## src/rtl/gpio_bank_pkg.sv

```systemverilog
package gpio_bank_pkg;
  typedef enum logic [1:0] {
    KIND_CFG = 2'd0,
    KIND_OE  = 2'd1,
    KIND_OUT = 2'd2,
    KIND_IN  = 2'd3
  } reg_kind_e;

  localparam int unsigned WIN_PLAIN  = 0;
  localparam int unsigned WIN_MASKED = 2;
endpackage

```

## src/rtl/gpio_addr_dec.sv

```systemverilog
module gpio_addr_dec
  import gpio_bank_pkg::*;
#(
  parameter int unsigned ADDR_W = 6,
  parameter int unsigned NPORT  = 4,
  localparam int unsigned PORT_W  = (NPORT > 1) ? $clog2(NPORT) : 1,
  localparam int unsigned WIN_LSB = PORT_W + 2
) (
  input  logic [ADDR_W-1:0] addr_i,
  output logic              hit_o,
  output logic              masked_o,
  output reg_kind_e         kind_o,
  output logic [PORT_W-1:0] port_o
);
  logic [ADDR_W-WIN_LSB-1:0] win;
  logic                      port_ok;

  assign win     = addr_i[ADDR_W-1:WIN_LSB];
  assign kind_o  = reg_kind_e'(addr_i[WIN_LSB-1:PORT_W]);
  assign port_o  = addr_i[PORT_W-1:0];
  assign port_ok = (32'(port_o) < NPORT);

  always_comb begin
    masked_o = 1'b0;
    hit_o    = 1'b0;
    if (32'(win) == WIN_PLAIN) begin
      hit_o = port_ok;
    end else if (32'(win) == WIN_MASKED && kind_o != KIND_IN) begin
      hit_o    = port_ok;
      masked_o = 1'b1;
    end
  end
endmodule

```

## src/rtl/gpio_port_regs.sv

```systemverilog
module gpio_port_regs
  import gpio_bank_pkg::*;
#(
  parameter int unsigned PIN_W = 8
) (
  input  logic               clk_i,
  input  logic               rst_ni,
  input  logic               wr_en_i,
  input  logic               masked_i,
  input  reg_kind_e          kind_i,
  input  logic [2*PIN_W-1:0] wdata_i,
  output logic [PIN_W-1:0]   cfg_o,
  output logic [PIN_W-1:0]   oe_o,
  output logic [PIN_W-1:0]   out_o
);
  logic [PIN_W-1:0] sel_mask, new_val;

  // plain write selects every bit
  assign sel_mask = masked_i ? wdata_i[2*PIN_W-1:PIN_W] : '1;
  assign new_val  = wdata_i[PIN_W-1:0];

  function automatic logic [PIN_W-1:0] merge(logic [PIN_W-1:0] cur,
                                             logic [PIN_W-1:0] m,
                                             logic [PIN_W-1:0] v);
    return (cur & ~m) | (v & m);
  endfunction

  always_ff @(posedge clk_i or negedge rst_ni) begin
    if (!rst_ni) begin
      cfg_o <= '0;
      oe_o  <= '0;
      out_o <= '0;
    end else if (wr_en_i) begin
      unique case (kind_i)
        KIND_CFG: cfg_o <= merge(cfg_o, sel_mask, new_val);
        KIND_OE:  oe_o  <= merge(oe_o, sel_mask, new_val);
        KIND_OUT: out_o <= merge(out_o, sel_mask, new_val);
        default: ;
      endcase
    end
  end
endmodule

```

## src/rtl/gpio_in_sync.sv

```systemverilog
module gpio_in_sync #(
  parameter int unsigned WIDTH  = 32,
  parameter int unsigned STAGES = 2
) (
  input  logic             clk_i,
  input  logic             rst_ni,
  input  logic [WIDTH-1:0] d_i,
  output logic [WIDTH-1:0] q_o
);
  logic [WIDTH-1:0] stage_q [STAGES];

  for (genvar s = 0; s < STAGES; s++) begin : g_stage
    always_ff @(posedge clk_i or negedge rst_ni) begin
      if (!rst_ni) stage_q[s] <= '0;
      else if (s == 0) stage_q[s] <= d_i;
      else stage_q[s] <= stage_q[(s > 0) ? s-1 : 0];
    end
  end

  assign q_o = stage_q[STAGES-1];
endmodule

```

## src/rtl/gpio_bank.sv

```systemverilog
module gpio_bank
  import gpio_bank_pkg::*;
#(
  parameter int unsigned NPORT  = 4,
  parameter int unsigned PIN_W  = 8,
  parameter int unsigned ADDR_W = 6,
  parameter int unsigned DATA_W = 32,
  parameter int unsigned SYNC_N = 2,
  localparam int unsigned NPIN   = NPORT * PIN_W,
  localparam int unsigned PORT_W = (NPORT > 1) ? $clog2(NPORT) : 1
) (
  input  logic              clk_i,
  input  logic              rst_ni,
  input  logic              req_i,
  input  logic              we_i,
  input  logic [ADDR_W-1:0] addr_i,
  input  logic [DATA_W-1:0] wdata_i,
  output logic [DATA_W-1:0] rdata_o,
  input  logic [NPIN-1:0]   pad_in_i,
  output logic [NPIN-1:0]   pad_out_o,
  output logic [NPIN-1:0]   pad_oe_o
);
  logic              hit, masked;
  reg_kind_e         kind;
  logic [PORT_W-1:0] port;
  logic [NPIN-1:0]   cfg_q, oe_q, out_q, in_sync;
  logic [PIN_W-1:0]  rd_sel;

  gpio_addr_dec #(.ADDR_W(ADDR_W), .NPORT(NPORT)) u_dec (
    .addr_i   (addr_i),
    .hit_o    (hit),
    .masked_o (masked),
    .kind_o   (kind),
    .port_o   (port)
  );

  for (genvar p = 0; p < NPORT; p++) begin : g_port
    logic wr_en;
    assign wr_en = req_i && we_i && hit && kind != KIND_IN && 32'(port) == p;

    gpio_port_regs #(.PIN_W(PIN_W)) u_regs (
      .clk_i    (clk_i),
      .rst_ni   (rst_ni),
      .wr_en_i  (wr_en),
      .masked_i (masked),
      .kind_i   (kind),
      .wdata_i  (wdata_i[2*PIN_W-1:0]),
      .cfg_o    (cfg_q[p*PIN_W +: PIN_W]),
      .oe_o     (oe_q[p*PIN_W +: PIN_W]),
      .out_o    (out_q[p*PIN_W +: PIN_W])
    );

    assign pad_oe_o[p*PIN_W +: PIN_W]  = cfg_q[p*PIN_W +: PIN_W] & oe_q[p*PIN_W +: PIN_W];
    assign pad_out_o[p*PIN_W +: PIN_W] = pad_oe_o[p*PIN_W +: PIN_W] & out_q[p*PIN_W +: PIN_W];
  end

  gpio_in_sync #(.WIDTH(NPIN), .STAGES(SYNC_N)) u_sync (
    .clk_i  (clk_i),
    .rst_ni (rst_ni),
    .d_i    (pad_in_i),
    .q_o    (in_sync)
  );

  always_comb begin
    unique case (kind)
      KIND_CFG: rd_sel = cfg_q[port*PIN_W +: PIN_W];
      KIND_OE:  rd_sel = oe_q[port*PIN_W +: PIN_W];
      KIND_OUT: rd_sel = out_q[port*PIN_W +: PIN_W];
      default:  rd_sel = in_sync[port*PIN_W +: PIN_W];
    endcase
  end

  always_ff @(posedge clk_i or negedge rst_ni) begin
    if (!rst_ni) rdata_o <= '0;
    else if (req_i && !we_i) rdata_o <= hit ? DATA_W'(rd_sel) : '0;
  end
endmodule

```

## config.mk

```make
export PLATFORM = sky130hd
export DESIGN_NAME = gpio_bank
export DESIGN_NICKNAME = d
export VERILOG_FILES = /design/src/rtl/gpio_bank_pkg.sv /design/src/rtl/gpio_addr_dec.sv /design/src/rtl/gpio_port_regs.sv /design/src/rtl/gpio_in_sync.sv /design/src/rtl/gpio_bank.sv
export SDC_FILE = /design/constraint.sdc
export NUM_CORES = 1
export LEC_CHECK = 0
export ABC_AREA = 1
export BUFFER_PORTS_ARGS = -buffer_cell sky130_fd_sc_hd__buf_2
export CORE_ASPECT_RATIO = 1.1
export CORE_MARGIN = 2
export CORE_UTILIZATION = 45
export CTS_CLUSTER_DIAMETER = 120
export DETAILED_ROUTE_END_ITERATION = 7
export GPL_ROUTABILITY_DRIVEN = 0
export HOLD_SLACK_MARGIN = 0.08
export PLACE_DENSITY = 0.67
export SETUP_SLACK_MARGIN = 0.15
export SYNTH_ARGS = -nofsm -noshare
export SYNTH_HDL_FRONTEND = slang
export SYNTH_HIERARCHICAL = 1
export SYNTH_SLANG_ARGS = --single-unit
export TNS_END_PERCENT = 20
```

## constraint.sdc

```tcl
create_clock -name clk_i -period 1.1 [get_ports clk_i]
set_clock_uncertainty 0.1 [all_clocks]
set_input_delay 0.055 -clock clk_i [delete_from_list [all_inputs] [get_ports clk_i]]
set_output_delay 0.055 -clock clk_i [all_outputs]
set_load 0.02 [all_outputs]
```

==> results of run 1 <==
-- worst max-delay path, cell delays in order, from the launching register on --
cell     delay (ns)
dfrtp_1        0.38
buf_6          0.13
nand2_4        0.06
nor2_4         0.09
buf_6          0.12
-- final cells by class --
class | instances | area [sq um]
fill | 1489 | 6010
sequential | 168 | 4200
multi-input combinational | 799 | 4010
timing repair buffer | 391 | 3530
inverter | 113 | 442
clock buffer | 17 | 425
tap | 247 | 309
clock inverter | 15 | 169
-- kinds of logic (layout without fill, tap and decap cells) --
logic type / count (synthesis) / count (layout) / synth area share, %
other: 1 / 24 / 0.0428
AOI/OAI and AO/OA: 1 / 1 / 0.0999
and+or+nand+nor: 774 / 774 / 38.4
DFF: 168 / 168 / 48.0
buffers and inverters: 216 / 536 / 13.5
-- cell usage after synthesis, types with 4 or more instances --
library cell  instances
clkbuf_1              4
dfrtp_1             168
buf_2                17
nand2_2               8
buf_4                70
nand2_1             421
nor2_2                5
inv_1               110
buf_6                12
nand4_1              40
nor2_1               79
nand3_1             210
nor2_4                8
-- routing by layer --
layer	track usage (%)	part of all wire, %	vias up
met5	0	0	-
met4	11.6	3.9	0
met3	4.34	8.0	60
met2	45.1	48	422
met1	38.5	40	4284
li1	-	-	4247
-- final timing paths --
path / endpoint / depth (start not counted) / start
setup / recovery: pad_out_o[2] / 4 / flip-flop
min in group clk_i: flip-flop / 5 / wdata_i[10]
hold reg to reg: u_sync/q_o[8] / 0 / u_sync/stage_q[40]
max in group asynchronous: u_sync/stage_q[36] / 3 / rst_ni
setup reg to reg: rdata_o[2] / 8 / flip-flop
hold / removal: u_sync/q_o[8] / 2 / rst_ni
-- power by group through the flow --
stage	sequential [mW]	clock (mW)	combinational, mW
final	7.03	6.04	3.27
after global routing	7.06	6.40	3.52
after CTS	7.01	6.10	2.91
after detailed placement	7.09	0	2.38
after global placement	7.08	0	2.35
after floorplan	7.07	0	1.18
-- timing repair --
action,in CTS,in global routing
cloned,0,0
pin swaps,26,27
buffers inserted,29,30
endpoints found under the hold margin,296,16
resized for setup,218,130
setup endpoints to repair,176,176
==> flow_metrics.env, run 1 <==
export IMPL_status="finished with violations"
export IMPL_violations="negative hold slack, negative setup slack"
export IMPL_ir_drop_v=0.00137
export IMPL_drt_initial_drc_count=828
export IMPL_clkSinkCount=168
export IMPL_core_area_sq_um=19100
export IMPL_comb_power_share_pct=20.0
export IMPL_synth_edff_count=0
export IMPL_p_sw_share_pct=29.2
export IMPL_routedWlPerCell_microns=16.4
export IMPL_antenna_found_initial=0
export IMPL_final_cell_mix="381 x nand2_1, 192 x nand3_1, 168 x dfrtp_1"
export IMPL_ys_async_sr_fraction_pct=100
export IMPL_die_area_sq_um=20600
export IMPL_final_antenna_net_count=0
export IMPL_grt_usage_pct=28.2
export IMPL_ios=170
export IMPL_synth_top_area_share_pct=48.0
export IMPL_rrSetupSlack_ns=-0.23
export IMPL_grt_max_degree=39
export IMPL_clock_path_buffers=2
export IMPL_power_frac_seq_pct=43.0
export IMPL_syn_to_final_growth_pct=49.3
export IMPL_critPathCaptureType="output pin"
export IMPL_stdcell_count=1750
export IMPL_drive_gt1_share_pct=36.8
export IMPL_layout_setup_ws_ns=-0.261
export IMPL_report_final_setup_viol=127
export IMPL_worst_pin_slew_ns=0.671
export IMPL_numCtsBuffers=17
export IMPL_hold_viol_final=16
export IMPL_drv_cap=0
export IMPL_cts_tree="done"
export IMPL_ys_seq_area_share_pct=48.0
export IMPL_clk_pin_slew_ns=0.07
export IMPL_rsz0062_at_grt="true"
export IMPL_hpwl_microns=19300
export IMPL_clkPwrFrac_pct=37.0
export IMPL_io_buffers=129
export IMPL_fin_area_sq_um=13100
export IMPL_critPathMaxFanout=2
export IMPL_p_leak_nw=7.03
export IMPL_num_vias=9013
export IMPL_dp_cells=1618
export IMPL_synthFlopType="dfrtp_1"
export IMPL_place_area_sq_um=10600
export IMPL_synth_area_top_cells="dfrtp_1 48%, nand2_1 18%, nand3_1 12%"
export IMPL_grt_pass1_wl_microns=43600
export IMPL_dp_slack_ns=-0.616
export IMPL_htreeDepth=4
export IMPL_fin_tns_setup_ns=-16.71
export IMPL_final_common_cell="nand2_1"
export IMPL_vias_per_cell=5.15
export IMPL_diodes=0
export IMPL_cts_root_buf="clkbuf_16"
export IMPL_max_freq_mhz=735
export IMPL_clk_insertion_delay_late_ns=0.42
export IMPL_powerDensity_nw_per_um2=1250
export IMPL_syn_area_per_cell_sq_um=7.56
export IMPL_slew_viol_final=0
export IMPL_die_w_microns=137
export IMPL_die_y_microns=150
export IMPL_grt_pass1_vias=8186
export IMPL_finalPower_mw=16.3
export IMPL_route_detailed_drc=0
export IMPL_fin_crit_ns=1.36
export IMPL_critPathArrivalTime_ns=1.21
export IMPL_synthesis_area_sq_um=8770
export IMPL_max_slew_margin_pct=55.1
export IMPL_start_kind="flip-flop"
export IMPL_synth_top_area_cell="dfrtp_1"
export IMPL_wirelength_microns=28800
export IMPL_switching_power_mw=4.77
export IMPL_internal_power_mw=11.6
export IMPL_synth_seq_cells=168
export IMPL_syn_inst=1160
export IMPL_row_count=53
export IMPL_hold_slack_ns=-0.0508
export IMPL_start_util_pct=45.9
export IMPL_period_share_pct=124
export IMPL_first_pass_iters=5
export IMPL_path_class="reg -> out"
export IMPL_synth_warnings=6
export IMPL_synth_cell_types=17
export IMPL_final_nets=1564
export IMPL_fin_util_pct=68.5
export IMPL_cts_hold_buf=41
export IMPL_hold_path_class="in -> async"
export IMPL_gr_total_overflow=0
export IMPL_worstPathRequired_ns=0.94
No activity file was read; power rests on OpenSTA's default activity.
==> inputs of run 2 (changes only) <==
REMOVE_ABC_BUFFERS = 1   (was default)
==> run 2 against run 1 <==
  * Global-route usage down 0.60 points
  * Combinational power about the same
  * Sequential share of layout area up 0.20 points
  * Power down 2.5%
  * Setup slack worse by 0.012 ns
  * The flow still finishes with violations (negative hold slack, negative setup slack)
==> flow_metrics.env, run 2 (same netlist as run 1, synthesis figures left out) <==
export IMPL_path_cells="buf_6, nand2_4, nor2_4, buf_6"
export IMPL_r2r_end="rdata_o[3]"
export IMPL_layout_setup_ws_ns=-0.274
export IMPL_vias_per_cell=5.08
export IMPL_syn_to_final_growth_pct=48.4
export IMPL_slew_viol_final=0
export IMPL_cts_hold_buf=41
export IMPL_dp_slack_ns=-0.652
export IMPL_critPathCaptureType="output pin"
export IMPL_row_count=53
export IMPL_critical_path_slowest_cell="dfrtp_1"
export IMPL_p_sw_share_pct=28.6
export IMPL_ir_drop_v=0.00114
export IMPL_htreeDepth=4
export IMPL_hold_slack_ns=-0.0361
export IMPL_worstPathRequired_ns=0.94
export IMPL_cp_top_family="flip-flops"
export IMPL_status="finished with violations"
export IMPL_worstRegToRegCells=8
export IMPL_internal_power_mw=11.4
export IMPL_routedWlPerCell_microns=16.2
export IMPL_clkSinkCount=168
export IMPL_grt_pass1_vias=8130
export IMPL_grt_max_degree=43
export IMPL_cts_root_buf="clkbuf_16"
export IMPL_rsz0062_at_grt="true"
export IMPL_crit_top_cell="buf_6"
export IMPL_cp_num_buf_inv=2
export IMPL_critPathMaxFanout=2
export IMPL_final_nets=1581
export IMPL_path_class="reg -> out"
export IMPL_die_area_sq_um=20600
export IMPL_drive_gt1_share_pct=36.2
export IMPL_drt_initial_drc_count=662
export IMPL_clk_insertion_delay_late_ns=0.44
export IMPL_grt_usage_pct=27.6
export IMPL_critPathArrivalTime_ns=1.22
export IMPL_final_cell_mix="370 x nand2_1, 207 x nand3_1, 172 x buf_4"
export IMPL_period_share_pct=125
export IMPL_first_pass_iters=7
export IMPL_numCtsBuffers=17
export IMPL_powerDensity_nw_per_um2=1220
export IMPL_start_util_pct=45.9
export IMPL_violations="negative hold slack, negative setup slack"
export IMPL_clkPwrFrac_pct=35.5
export IMPL_wirelength_microns=28600
export IMPL_max_slew_margin_pct=57.0
export IMPL_comb_power_share_pct=20.4
export IMPL_hold_viol_final=24
export IMPL_hpwl_microns=18700
export IMPL_grt_pass1_wl_microns=42800
export IMPL_fin_crit_ns=1.37
export IMPL_rrSetupSlack_ns=-0.22
export IMPL_switching_power_mw=4.56
export IMPL_final_antenna_net_count=0
export IMPL_max_freq_mhz=728
export IMPL_final_common_cell="nand2_1"
export IMPL_drv_cap=0
export IMPL_die_y_microns=150
export IMPL_die_w_microns=137
export IMPL_worst_pin_slew_ns=0.643
export IMPL_antenna_found_initial=2
export IMPL_fin_tns_setup_ns=-25.52
export IMPL_core_area_sq_um=19100
export IMPL_gr_total_overflow=0
export IMPL_clk_pin_slew_ns=0.06
export IMPL_num_vias=8985
export IMPL_ios=170
export IMPL_cp_slowest_stage_delay_ns=0.39
export IMPL_start_kind="flip-flop"
export IMPL_power_frac_seq_pct=44.2
export IMPL_cts_tree="done"
export IMPL_hold_path_class="in -> async"
export IMPL_report_final_setup_viol=163
export IMPL_clock_path_buffers=2
export IMPL_io_buffers=129
export IMPL_p_leak_nw=6.96
export IMPL_finalPower_mw=15.9
export IMPL_fin_util_pct=68.1
export IMPL_route_detailed_drc=0
## run 2: cell count changes in the layout (fill, tap and decap cells not counted), sizes merged, moves of 2 or more
cell	before	now
clkinv	5	3
inv	118	114
clkinvlp	3	5
clkbuf	17	21
buf	350	367
diode	0	2
## run 2: final cells by class
cell class              count  area (sq um)
inverters                 113           432
diodes                      2          5.00
fillers                  1458          6090
flip-flops and latches    168          4200
clock inverters            10          98.8
well taps                 247           309
multi-input cells         799          3920
clock buffers              21           450
repair buffers            408          3590
## run 2: timing repair
action / CTS / global route
buffers inserted: 31 / 33
gates resized for setup: 217 / 135
endpoints found under the hold margin: 296 / 24
endpoints found under the setup margin: 176 / 176
pin swaps: 21 / 27
## run 2: how the worst max path moves through the flow
stage | startpoint | endpoint | slack (ns) | cells after the start
floorplan | addr_i[3] | flip-flop | -1.24 | 8
CTS | flip-flop | pad_out_o[30] | -0.26 | 4
finish | flip-flop | pad_out_o[28] | -0.27 | 4
global route | flip-flop | pad_out_o[16] | -0.31 | 4
detailed placement | addr_i[2] | flip-flop | -0.65 | 14
global placement | addr_i[2] | flip-flop | -0.65 | 14
## run 2: routing by layer
layer / wire length [microns] / track usage, % / up-vias
li1: - / - / 4282
met1: 11700 / 37.2 / 4243
met2: 13600 / 44.1 / 391
met3: 2340 / 5.12 / 69
met4: 933 / 11.1 / 0
met5: 0 / 0 / -
## run 2: power by group through the flow
| stage | Combinational, mW | Clock (mW) | Sequential, mW |
|---|---|---|---|
| finish | 3.25 | 5.65 | 7.03 |
| global route | 3.51 | 6.00 | 7.07 |
| detailed placement | 2.35 | 0 | 7.09 |
| CTS | 2.90 | 5.73 | 7.01 |
| global placement | 2.32 | 0 | 7.08 |
| floorplan | 0.858 | 0 | 7.07 |
## run 2: stage by stage
stage | cells | area, sq um
after CTS | 1733 | 12300
after floorplan | 1080 | 8090
after global placement | 1630 | 10500
after global routing | 1767 | 13000
final | 1768 | 13000
after detailed placement | 1630 | 10500
==> inputs of run 3 (changes only) <==
ABC_AREA = default   (was 1)
PLACE_DENSITY = 0.68   (was 0.67)
==> run 3 against run 2 <==
  * The flow still finishes with violations (negative hold slack, negative setup slack)
  * Core utilization fell by 1.5 points
  * Sequential cell count did not move
  * Non-clock buffer count fell by 79
  * Design area fell by 9.1%
  * Clock-buffer cell count did not move
  * Setup slack got worse by 0.20 ns
  * Die area fell by 6.6%
  * Fmax fell by 13%
  * Area after synthesis fell by 6.8%
  * Critical path depth rose by 6
  * Wire length fell by 13%
  * Global-route usage fell by 1.4 points
  * Critical path type is now in -> reg
  * Largest cell class unchanged
==> flow_metrics.env, run 3 <==
export IMPL_cts_root_buf="clkbuf_16"
export IMPL_clk_pin_slew_ns=0.06
export IMPL_cp_slowest_stage_delay_ns=0.28
export IMPL_wirelength_microns=25000
export IMPL_fin_tns_setup_ns=-60.16
export IMPL_cts_tree="done"
export IMPL_final_antenna_net_count=0
export IMPL_rsz0062_at_grt="true"
export IMPL_slew_viol_final=0
export IMPL_ys_async_sr_fraction_pct=100
export IMPL_max_slew_margin_pct=62.2
export IMPL_layout_setup_ws_ns=-0.478
export IMPL_met3_usage_pct=5.14
export IMPL_place_area_sq_um=9870
export IMPL_critPathCaptureType="flip-flop"
export IMPL_cp_num_buf_inv=4
export IMPL_num_vias=6453
export IMPL_hold_viol_final=15
export IMPL_synth_area_top_cells="dfrtp_1 51%, mux2_2 13%, buf_4 5.8%"
export IMPL_row_count=51
export IMPL_htreeDepth=4
export IMPL_synth_cell_types=33
export IMPL_synth_top_area_share_pct=51.5
export IMPL_p_leak_nw=5.96
export IMPL_io_buffers=129
export IMPL_clkSinkCount=168
export IMPL_report_final_setup_viol=176
export IMPL_hold_path_class="in -> async"
export IMPL_critPathArrivalTime_ns=1.79
export IMPL_drive_gt1_share_pct=54.4
export IMPL_ys_seq_area_share_pct=51.5
export IMPL_powerDensity_nw_per_um2=1370
export IMPL_synth_warnings=6
export IMPL_die_area_sq_um=19300
export IMPL_worst_pin_slew_ns=0.566
export IMPL_period_share_pct=143
export IMPL_diodes=0
export IMPL_start_kind="input pin"
export IMPL_final_nets=1026
export IMPL_finalPower_mw=16.2
export IMPL_syn_to_final_growth_pct=44.7
export IMPL_die_y_microns=145
export IMPL_clk_insertion_delay_late_ns=0.43
export IMPL_synth_common_cells="168 x dfrtp_1, 97 x mux2_2, 67 x nor2_1"
export IMPL_final_cell_mix="168 x dfrtp_1, 119 x buf_4, 119 x buf_2"
export IMPL_max_freq_mhz=634
export IMPL_numCtsBuffers=17
export IMPL_syn_inst=654
export IMPL_gr_total_overflow=0
export IMPL_core_area_sq_um=17700
export IMPL_route_detailed_drc=0
export IMPL_synthFlopType="dfrtp_1"
export IMPL_syn_area_per_cell_sq_um=12.5
export IMPL_cts_hold_buf=42
export IMPL_top_usage_layer="met2"
export IMPL_status="finished with violations"
export IMPL_first_pass_iters=5
export IMPL_fin_crit_ns=1.58
export IMPL_start_util_pct=46.1
export IMPL_synth_top_area_cell="dfrtp_1"
export IMPL_routedWlPerCell_microns=20.8
export IMPL_worstPathRequired_ns=1.31
export IMPL_path_cells="buf_8, a31oi_4, nand4_1, buf_6, nor3b_4, buf_6, nor3b_4, buf_6, o21ai_2, mux2_2"
export IMPL_synthesis_area_sq_um=8170
export IMPL_synth_seq_cells=168
export IMPL_critical_path_slowest_cell="mux2_2"
export IMPL_crit_top_cell="buf_6"
export IMPL_fin_area_sq_um=11800
export IMPL_grt_max_degree=32
export IMPL_grt_usage_pct=26.2
export IMPL_ios=170
export IMPL_antenna_found_initial=0
export IMPL_grt_pass1_vias=7013
export IMPL_ir_drop_v=0.00128
export IMPL_grt_util_met2_pct=45.3
export IMPL_final_common_cell="dfrtp_1"
export IMPL_stdcell_count=1203
export IMPL_drt_initial_drc_count=435
export IMPL_die_w_microns=132
export IMPL_hpwl_microns=16700
export IMPL_violations="negative hold slack, negative setup slack"
export IMPL_hold_slack_ns=-0.0124
export IMPL_grt_pass1_wl_microns=38400
export IMPL_path_class="in -> reg"
export IMPL_drv_cap=0
export IMPL_synth_most_common_cell="dfrtp_1"
export IMPL_cp_top_family="buffers and inverters"
export IMPL_vias_per_cell=5.36
export IMPL_dp_cells=1121
export IMPL_critPathMaxFanout=8
export IMPL_use_met1_pct=31.9
export IMPL_synth_edff_count=0
export IMPL_clock_path_buffers=2
[run 3: cell count changes after synthesis, moves of 16 or more]
cell	previous run	this run
nand2_1	421	9
inv_1	110	5
and3_1	0	33
nand4_1	40	2
o21ai_0	0	37
buf_2	17	1
and2_1	0	33
mux2_2	0	97
mux2i_1	0	27
nand3_1	210	1
nor2b_1	0	35
[run 3: final cells by class]
cell class / count / area [sq um]
clock buffer: 21 / 450
clock inverter: 11 / 195
fill: 1301 / 5910
inverter: 5 / 22.5
multi-input combinational: 431 / 4090
sequential: 168 / 4200
tap: 238 / 298
timing repair buffer: 329 / 2560
[run 3: through the flow]
stage	util [%]	setup slack, ns
CTS	64.4	-0.413
floorplan	-	-0.828
global placement	55.6	-0.918
detailed placement	55.6	-1.04
finish	66.7	-0.478
global route	66.7	-0.503
[run 3: repair_timing]
action,4_1_cts,5_1_grt
setup buffers,6,1
endpoints found under the hold margin,300,26
gates cloned,1,0
resized for setup,131,112
pin swaps,15,14
setup endpoints to repair,176,176
[run 3: worst paths after layout]
kind,from,to,slack (ns),depth (start not counted)
hold reg to reg,u_sync/stage_q[55],u_sync/q_o[23],0.25,0
setup / recovery,addr_i[5],flip-flop,-0.48,10
setup reg to reg,flip-flop,rdata_o[4],-0.40,3
min in group clk_i,wdata_i[11],flip-flop,0.03,3
hold / removal,rst_ni,u_sync/q_o[2],-0.01,2
max in group asynchronous,rst_ni,u_sync/stage_q[55],0.42,3
[run 3: layer usage]
metal	vias up	share of wire (%)
met3	59	5.2
li1	2843	-
met1	3304	40
met5	-	0
met4	0	3.3
met2	247	51
[run 3: cells by family (layout without fill, tap and decap cells)]
kind of cell / after synthesis / in the layout / share of synthesized area, %
DFF: 168 / 168 / 51.5
and+or+nand+nor: 199 / 199 / 14.1
buffers and inverters: 78 / 366 / 6.86
other: 1 / 24 / 0.0459
AOI/OAI and AO/OA: 64 / 64 / 4.84
muxes: 144 / 144 / 22.7
[run 3: power by group]
group	internal, mW	total (mW)	switching [mW]
Sequential	6.68	6.99	0.301
Clock	4.10	6.53	2.44
Combinational	1.45	2.70	1.26
Total	12.2	16.2	3.99
